### config.mk
export PLATFORM = sky130hd
export DESIGN_NAME = i2s_frame_tx
export DESIGN_NICKNAME = d
export VERILOG_FILES = /design/src/rtl/i2s_frame_tx.sv
export SDC_FILE = /design/constraint.sdc
export NUM_CORES = 1
export LEC_CHECK = 0
export CORE_UTILIZATION = 65
export DETAILED_ROUTE_END_ITERATION = 12
export GPL_TIMING_DRIVEN = 0
export PLACE_DENSITY_LB_ADDON = 0.12
export SLEW_MARGIN = 20
export SYNTH_ARGS = -nofsm -noshare
export SYNTH_HDL_FRONTEND = slang
export SYNTH_SLANG_ARGS = --single-unit
### constraint.sdc
create_clock -name clk -period 9.15 [get_ports clk]
set_clock_uncertainty 0.15 [all_clocks]
set_input_delay 1.83 -clock clk [delete_from_list [all_inputs] [get_ports clk]]
set_output_delay 1.83 -clock clk [all_outputs]
set_load 0.01 [all_outputs]
### src/rtl/i2s_frame_tx.sv
module i2s_frame_tx #(
  parameter int DW    = 32,
  parameter int DEPTH = 32,
  parameter int DIVW  = 8
) (
  input  logic                         clk,
  input  logic                         rst_n,
  input  logic [DIVW-1:0]              cfg_div,
  input  logic [$clog2(DW)-1:0]        cfg_frame_words_m1,
  input  logic [$clog2(DW)-1:0]        cfg_sync_len_m1,
  input  logic [$clog2(DW)-1:0]        cfg_first_width_m1,
  input  logic [$clog2(DW)-1:0]        cfg_other_width_m1,
  input  logic [$clog2(DW)-1:0]        cfg_start_bit,
  input  logic                         cfg_msb_first,
  input  logic                         cfg_sync_early,
  input  logic                         cfg_sync_low,
  input  logic                         cfg_bclk_inv,
  input  logic [$clog2(DEPTH)-1:0]     cfg_watermark,
  input  logic                         tx_en,
  input  logic                         bclk_en,
  input  logic                         chan_en,
  input  logic                         dma_en,
  input  logic                         err_irq_en,
  input  logic                         err_clear,
  input  logic                         push_valid,
  input  logic [DW-1:0]                push_data,
  output logic                         push_ready,
  output logic [$clog2(DEPTH):0]       fifo_level,
  output logic                         bclk,
  output logic                         fsync,
  output logic                         sdata,
  output logic                         dma_req,
  output logic                         err_flag,
  output logic                         irq
);
  localparam int IW = $clog2(DW);
  localparam int AW = $clog2(DEPTH);
  localparam int TW = 2 * IW;
  localparam logic [AW:0] FULL = (AW+1)'(DEPTH);

  // transmit FIFO
  logic [DW-1:0] mem [DEPTH];
  logic [AW-1:0] wr_ptr, rd_ptr;
  logic [AW:0]   level;
  logic          empty, push_ok, pop;

  assign empty      = (level == '0);
  assign push_ready = (level != FULL);
  assign push_ok    = push_valid && push_ready;
  assign fifo_level = level;
  assign dma_req    = dma_en && (level <= {1'b0, cfg_watermark});

  always_ff @(posedge clk) if (push_ok) mem[wr_ptr] <= push_data;

  always_ff @(posedge clk or negedge rst_n) begin
    if (!rst_n) begin
      wr_ptr <= '0;
      rd_ptr <= '0;
      level  <= '0;
    end else begin
      if (push_ok) wr_ptr <= wr_ptr + 1'b1;
      if (pop)     rd_ptr <= rd_ptr + 1'b1;
      level <= level + (push_ok ? 1'b1 : 1'b0) - (pop ? 1'b1 : 1'b0);
    end
  end

  // serial engine state
  logic            run, active_q, bck_q, pre_q, last_q, cont_q, sd_q, fs_q;
  logic [DIVW-1:0] div_q;
  logic [IW-1:0]   w_q, b_q;
  logic [TW-1:0]   t_q;
  logic [DW-1:0]   cur_q;

  assign run = tx_en && bclk_en && chan_en;

  logic tick, step, stop, launch, take, under;
  assign tick   = active_q && (div_q == cfg_div);
  assign step   = tick && bck_q;
  assign stop   = step && last_q && !cont_q && !pre_q;
  assign launch = (!active_q && run) || (step && !stop);

  // position of the bit about to be launched
  logic [IW-1:0] wl_cur, e_w, e_b, e_wl, e_idx;
  logic [TW-1:0] e_t, sync_m1;
  logic          e_pre, e_last, e_fs;
  logic [DW-1:0] src_word;

  assign wl_cur  = (w_q == '0) ? cfg_first_width_m1 : cfg_other_width_m1;
  assign sync_m1 = {{(TW-IW){1'b0}}, cfg_sync_len_m1};

  always_comb begin
    e_pre = 1'b0;
    e_w   = '0;
    e_b   = '0;
    e_t   = '0;
    if (!active_q) begin
      e_pre = cfg_sync_early;
    end else if (!(pre_q || last_q)) begin
      if (b_q == wl_cur) begin
        e_w = w_q + 1'b1;
      end else begin
        e_w = w_q;
        e_b = b_q + 1'b1;
      end
      e_t = t_q + 1'b1;
    end
  end

  assign e_wl     = (e_w == '0) ? cfg_first_width_m1 : cfg_other_width_m1;
  assign e_last   = !e_pre && (e_w == cfg_frame_words_m1) && (e_b == e_wl);
  assign e_idx    = cfg_msb_first ? (cfg_start_bit - e_b) : (cfg_start_bit + e_b);
  assign src_word = (e_b == '0) ? (empty ? '0 : mem[rd_ptr]) : cur_q;
  assign e_fs     = e_pre ||
                    (cfg_sync_early ? ((e_t < sync_m1) || (e_last && run))
                                    : (e_t <= sync_m1));

  assign take  = launch && !e_pre && (e_b == '0);
  assign pop   = take && !empty;
  assign under = take && empty;

  always_ff @(posedge clk or negedge rst_n) begin
    if (!rst_n) begin
      active_q <= 1'b0;
      bck_q    <= 1'b0;
      div_q    <= '0;
      pre_q    <= 1'b0;
      last_q   <= 1'b0;
      cont_q   <= 1'b0;
      w_q      <= '0;
      b_q      <= '0;
      t_q      <= '0;
      cur_q    <= '0;
      sd_q     <= 1'b0;
      fs_q     <= 1'b0;
    end else if (stop) begin
      active_q <= 1'b0;
      bck_q    <= 1'b0;
      div_q    <= '0;
      sd_q     <= 1'b0;
      fs_q     <= 1'b0;
      last_q   <= 1'b0;
    end else begin
      if (active_q) div_q <= tick ? '0 : div_q + 1'b1;
      if (tick)     bck_q <= ~bck_q;
      if (launch) begin
        active_q <= 1'b1;
        pre_q    <= e_pre;
        w_q      <= e_w;
        b_q      <= e_b;
        t_q      <= e_t;
        last_q   <= e_last;
        cont_q   <= run;
        if (e_b == '0) cur_q <= src_word;
        sd_q     <= e_pre ? 1'b0 : src_word[e_idx];
        fs_q     <= e_fs;
      end
    end
  end

  assign bclk  = bck_q ^ cfg_bclk_inv;
  assign fsync = fs_q ^ cfg_sync_low;
  assign sdata = sd_q;

  // underrun flag
  always_ff @(posedge clk or negedge rst_n) begin
    if (!rst_n)         err_flag <= 1'b0;
    else if (under)     err_flag <= 1'b1;
    else if (err_clear) err_flag <= 1'b0;
  end
  assign irq = err_flag && err_irq_en;

  AST_LEVEL_BOUND: assert property (@(posedge clk) disable iff (!rst_n)
    level <= FULL);
  AST_FULL_HOLDS: assert property (@(posedge clk) disable iff (!rst_n)
    (level == FULL && !pop) |=> (level == FULL));
  AST_ERR_STICKY: assert property (@(posedge clk) disable iff (!rst_n)
    (err_flag && !err_clear) |=> err_flag);
  AST_UNDERRUN_ZERO: assert property (@(posedge clk) disable iff (!rst_n)
    under |=> !sdata);
  AST_START_ENABLED: assert property (@(posedge clk) disable iff (!rst_n)
    $rose(active_q) |-> $past(run));
  AST_IDLE_LINES: assert property (@(posedge clk) disable iff (!rst_n)
    !active_q |-> (bclk == cfg_bclk_inv && fsync == cfg_sync_low && !sdata));
endmodule

Yosys cells after proc, flatten, opt, wreduce, memory -nomap -nowiden

Memory sizes are Yosys's and may differ from the RTL's.
Index checks and enable logic that the tools add are counted.
W data, S select, Z words.

Flip-flop bits (word level): 84
Memory bits (writable): 1024
Input bits: 83
Output and inout bits: 13
Word-level logic and storage cells: 116
Memories kept: 1

Add/sub/neg operators: 10
Magnitude comparators: 4
Eq/ne operators: 5
Multiplexer cells: 37
Bitwise operators: 4
Reduce and logical (&&, ||, !) cells: 39

Memories:

| memory | depth | width | rd ports | clocked after memory_dff | write ports | RTL line | RTL |
|---|---|---|---|---|---|---|---|
| mem    | 32    | 32    | 1        | 0                        | 1           | 42       | `logic [DW-1:0] mem [DEPTH];` |

Operator list:

| cell                    | number |
|---|---|
| $mux W32                | 2 |
| $mux W5                 | 9 |
| $mux W8                 | 3 |
| $add A5 B1 Y5 const B   | 4 |
| $mux W1                 | 20 |
| $mux W10                | 2 |
| $logic_and A1 B1 Y1     | 19 |
| $eq A5 B5 Y1            | 3 |
| $logic_not A5 Y1        | 3 |
| $add A10 B1 Y10 const B | 1 |
| $le A10 B5 Y1           | 1 |
| $lt A10 B5 Y1           | 1 |
| $add A8 B1 Y8 const B   | 1 |
| $eq A8 B8 Y1            | 1 |
| $reduce_bool A2 Y1      | 4 |
| $add A6 B1 Y6           | 1 |
| $le A6 B5 Y1            | 1 |
| $logic_not A1 Y1        | 6 |
| $logic_not A6 Y1        | 1 |
| $lt A5 B6 Y1 const B    | 1 |
| $ne A6 B6 Y1 const B    | 1 |
| $sub A6 B1 Y6           | 1 |
| $add A5 B5 Y5           | 1 |
| $bmux W1 S5             | 1 |
| 6 further kinds         | 11 |

Longest topological paths before layout

Depth after elaboration: 16
Mapped depth: 24
Depth with buffers taken out: 22

Least setup slack after synthesis

OpenSTA, ideal clock, no wires.

Path kind: in2reg
From: input port cfg_first_width_m1[0]
To: register level[5], in the netlist fifo_level[5]
Setup time: 0.079 ns
Arrival time: 5.503 ns
Data required time: 8.921 ns
Slack: 3.417 ns
Stages: 22
Path buffers: 2
Path through: xnor2_1 nand4_1 mux2i_1 nand2_1 nand2_1 nor2_1 inv_1 ha_1 a21boi_0 ha_1 or2b_2 clkbuf_1 clkbuf_1 nor2_1 ha_1 inv_1 ha_1 a21o_1 a21oi_1 o21bai_1 a21oi_1 xor2_1

Longest elaborated chain between the ends: 10

Ends and longest elaborated chain:

| element              | RTL line | RTL |
|---|---|---|
| start, declared      | 11       | `input logic [$clog2(DW)-1:0] cfg_first_width_m1,` |
| $mux W5              | 88       | `assign wl_cur = (w_q == '0) ? cfg_first_width_m1 : cfg_other_width_m1;` |
| $eq A5 B5 Y1         | 99       | `if (b_q == wl_cur) begin` |
| $mux W5              | 99       |  |
| $mux W5              | 98       | `end else if (!(pre_q \|\| last_q)) begin` |
| $mux W5              | 96       | `if (!active_q) begin` |
| $logic_not A5 Y1     | 117      | `assign take = launch && !e_pre && (e_b == '0);` |
| $logic_and A1 B1 Y1  | 117      |  |
| $logic_and A1 B1 Y1  | 118      | `assign pop = take && !empty;` |
| via pop              | 45       | `logic empty, push_ok, pop;` |
| $mux W1              | 63       | `level <= level + (push_ok ? 1'b1 : 1'b0) - (pop ? 1'b1 : 1'b0);` |
| $sub A6 B1 Y6        | 63       |  |
| end signal, assigned | 63       |  |
| end, declared        | 44       | `logic [AW:0] level;` |

The timed path passes the listed nets, and every way through them passes these cells.
A chain may end at the register's enable or synchronous reset.

Worst setup path after layout

From: input port cfg_first_width_m1[2]
To: register level[4], in the netlist fifo_level[4]

Longest elaborated chain between the ends: 10

Ends and longest elaborated chain:

| element             | RTL line | RTL |
|---|---|---|
| $mux W5             | 88       |  |
| $eq A5 B5 Y1        | 99       |  |
| $mux W5             | 99       |  |
| $mux W5             | 98       |  |
| $mux W5             | 96       |  |
| via e_b[0]          | 83       | `logic [IW-1:0] wl_cur, e_w, e_b, e_wl, e_idx;` |
| $logic_not A5 Y1    | 117      |  |
| $logic_and A1 B1 Y1 | 117      |  |
| $logic_and A1 B1 Y1 | 118      |  |
| via pop             | 45       |  |
| $mux W1             | 63       |  |
| $sub A6 B1 Y6       | 63       |  |

The timed path passes the listed nets, and every way through them passes these cells.

==> flow_metrics.tcl <==
set metrics [dict create \
    status "complete, no violations" \
    synth_nets 2440 \
    drive_above_1_share_pct 23.4 \
    cell_internal_pwr_w 0.0104 \
    clkSinkCount 1108 \
    cp-start-kind "input pin" \
    nNetsFinal 2710 \
    rsz0062_at_grt "false" \
    synth_ff_type "edfxtp_1" \
    ir_drop_v 0.000223 \
    place_ws_ns 1.36 \
    path_cells "clkdlybuf4s50_1 > mux2i_2 > xor2_1 > nand2_1 > nand2_1 > nor2_1 > inv_1 > ha_1 > a21boi_0 > ha_1 > or2b_2 > clkbuf_1 > clkbuf_1 > nor2_1 > ha_1 > inv_1 > ha_1 > fa_1 > a21oi_1 > nor2_1 > nor2_1 > xnor2_1" \
    grt_max_degree 52 \
    synth.distinct_cells 88 \
    yosysMostFrequentCell "edfxtp_1" \
    post-route-period-util_pct 79.7 \
    finalWeightedCongestion 0.868 \
    critPathArrivalTime_ns 7.72 \
    setup_viol_count_final 0 \
    criticalPathCategory "in2reg" \
    synth.largest_area_cell "edfxtp_1" \
    io_buffers 95 \
    synth_compound_area_share_pct 3.99 \
    cts_tree "done" \
    dieHeight_um 265 \
    cts-buffers-inserted 106 \
    hp-class "reg2reg" \
    antenna_found_initial 3 \
    seqCellArea_sq_mm 0.0329 \
    final_cell_area_sq_mm 0.0525 \
    die_area_sq_mm 0.0704 \
    cts_buffer_depth 3 \
    viasPerCell 7.07 \
    power_frac_seq_pct 40.1 \
    wl_mm 128 \
    hold_viol 0 \
    rows 96 \
    p_leak_nw 17.5 \
    switching_share_pct 32.1 \
    synth_edf_count 1024 \
    syn_inst 2320 \
    synthMuxAreaShare_pct 15.0 \
    multi_input_area_sq_mm 0.0114 \
    grt_util_all_layers_pct 37.1 \
    critPathRequiredTime_ns 9.58 \
    pwr-share-comb_pct 31.4 \
    grt_pass1_vias 25200 \
    vias 25500 \
    synth_area_sq_mm 0.0451 \
    core-area_sq_mm 0.0686 \
    max_stage_delay_ns 0.84 \
    fmax_ghz 0.137 \
    dp_hpwl_mm 82.2 \
    cts_hold_buf 0 \
    clockPowerShare_pct 28.5 \
    synth.area.top_cells "edfxtp_1, mux4_2, dfrtp_1" \
    ctsResizeCount 0 \
    synth_top_family_by_area "multiplexers" \
    ios 96 \
    crit_slowest_cell "clkbuf_1" \
    overflow 0 \
    drv_slew 0 \
    grt_pass1_wl_mm 180 \
    clkTransAtPathRegs_ns 0.06 \
    worst_pin_slew_ns 1.19 \
    cp-end-kind "flop" \
    max-slew-margin-rel_pct 20.8 \
    yosys_warnings 0 \
    dpl_cell_area_sq_mm 0.0491 \
    clock_tree.root_cell "clkbuf_16" \
    fin_cells 3609 \
    synth_common_cells "edfxtp_1, mux4_2, nand2_1" \
    synth-xor-area-share_pct 1.14 \
    fin_tns_setup_ns 0 \
    synth_top_area_share_pct 68.2 \
    drt_iter0_drc 3969 \
    initial_core_util_pct 65.7 \
    synth_fa_ha_area_share_pct 1.06 \
    ys_seq_area_share_pct 72.9 \
    clock_latency_ns 0.69 \
    p_switching_w 0.00491 \
    first_pass_iters 5 \
    fin_crit_ns 7.29 \
    dp_cells 3413 \
    yosys_register_bits 1108 \
    post_synth.cell_area_avg_sq_um 19.4 \
    ant_nets 0 \
    ys_async_sr_fraction_pct 7.58 \
    path_max_fanout 10 \
    post-cts-setup-buffer-count 0 \
    drc 0 \
    htree_levels 3 \
    yosys.area_share.simple_pct 3.57 \
    worst_slack_ns 1.86 \
    fillers 3611 \
    chipWidth_um 265 \
    syn2layout_area_growth_pct 16.4 \
    powerDensity_mw_per_mm2 291 \
    cap_violations 0 \
    routedWlPerCell_um 35.4 \
]
metal layers:
| metal | global-route usage [%] | up-vias | wire [um] | share of wire, % |
|---|---|---|---|---|
| li1 | - | 10000 | - | - |
| met1 | 51.3 | 13100 | 45600 | 36 |
| met2 | 57.9 | 2036 | 60100 | 47 |
| met3 | 7.75 | 395 | 15500 | 12 |
| met4 | 16.9 | 6 | 6450 | 5.1 |
| met5 | 0.277 | - | 52 | 0.041 |
power by group through the flow:
stage	Combinational, W	Clock, W	Sequential, W
6_report	0.00480	0.00435	0.00611
5_1_grt	0.00501	0.00453	0.00614
4_1_cts	0.00473	0.00435	0.00611
3_5_place_dp	0.00467	0	0.00620
3_3_place_gp	0.00438	0	0.00621
2_1_floorplan	0.00299	0	0.00616
cells by family (layout without fill, tap and decap cells):
group / count (synthesis) / after routing
mux: 336 / 336
flops: 1108 / 1108
simple gates: 339 / 339
xor+xnor: 58 / 58
other cells: 0 / 1
compound gates: 280 / 280
fa+ha+maj: 37 / 37
buf+inv: 162 / 519
through the flow:
stage	util [%]	total power [W]	hold slack [ns]
after global routing	76.5	0.0157	0.360
after CTS	76.5	0.0152	0.334
after floorplan	-	0.00915	0.293
after global placement	68.8	0.0106	0.311
final	76.5	0.0153	0.338
after detailed placement	71.6	0.0109	0.322
layout by cell type (no fill, tap or decap), types with 10 or more instances in the layout:
cell type and count:
nand2_1 129, nor3_1 23, nor2_4 32, o21ai_0 86, a211oi_1 12, buf_4 22
clkbuf_16 108, a21oi_1 50, a22oi_1 44, o22ai_1 26, clkinv_1 22, mux2_2 19
xor2_1 20, buf_6 24, mux4_2 237, mux4_1 25, ha_1 35, xnor2_1 37
nor2_1 42, dfrtp_1 84, buf_16 41, buf_2 25, edfxtp_1 1024, buf_12 27
clkbuf_1 58, and2_1 10, inv_1 40, mux2i_1 54, clkinv_2 27, clkdlybuf4s50_1 91
nand4_1 15, nand3_1 30
state kept, by name (all words and copies together), names as in the netlist, 5 cells and up:
signal,count
mem,1024
cur_q,32
t_q,10
div_q,8
fifo_level,6
b_q,5
rd_ptr,5
w_q,5
wr_ptr,5
critical path, delay by kind of cell:
kind                     cells  cell delay [ns]
adder cells (fa/ha/maj)      5             1.63
AND/OR/NAND/NOR              7             1.52
AO/OA/AOI/OAI                2             0.27
multiplexers                 1             0.31
buffers and inverters        5             1.80
XOR/XNOR                     2             0.36
cell type report:
class | count | area share [%]
Multi-Input combinational cell | 1050 | 21.8
Sequential cell | 1108 | 62.6
Clock inverter | 64 | 1.19
Clock buffer | 131 | 5.31
Tap cell | 931 | 2.22
Buffer | 117 | 1.70
Inverter | 45 | 0.327
Antenna cell | 1 | 0.00477
Timing Repair Buffer | 162 | 4.89
path summary, 6_finish.rpt:
check / start / to / slack [ns] / cells after the start
max in group asynchronous: rst_n / rd_ptr[3] / 7.21 / 2
min reg2reg: cur_q[16] / cur_q[16] / 0.34 / 2
min: cur_q[16] / cur_q[16] / 0.34 / 2
max reg2reg: w_q[0] / fifo_level[4] / 2.42 / 24
min in group asynchronous: rst_n / t_q[4] / 0.97 / 1
max: cfg_first_width_m1[2] / fifo_level[4] / 1.86 / 22
Power figures use the tool's default switching activity.
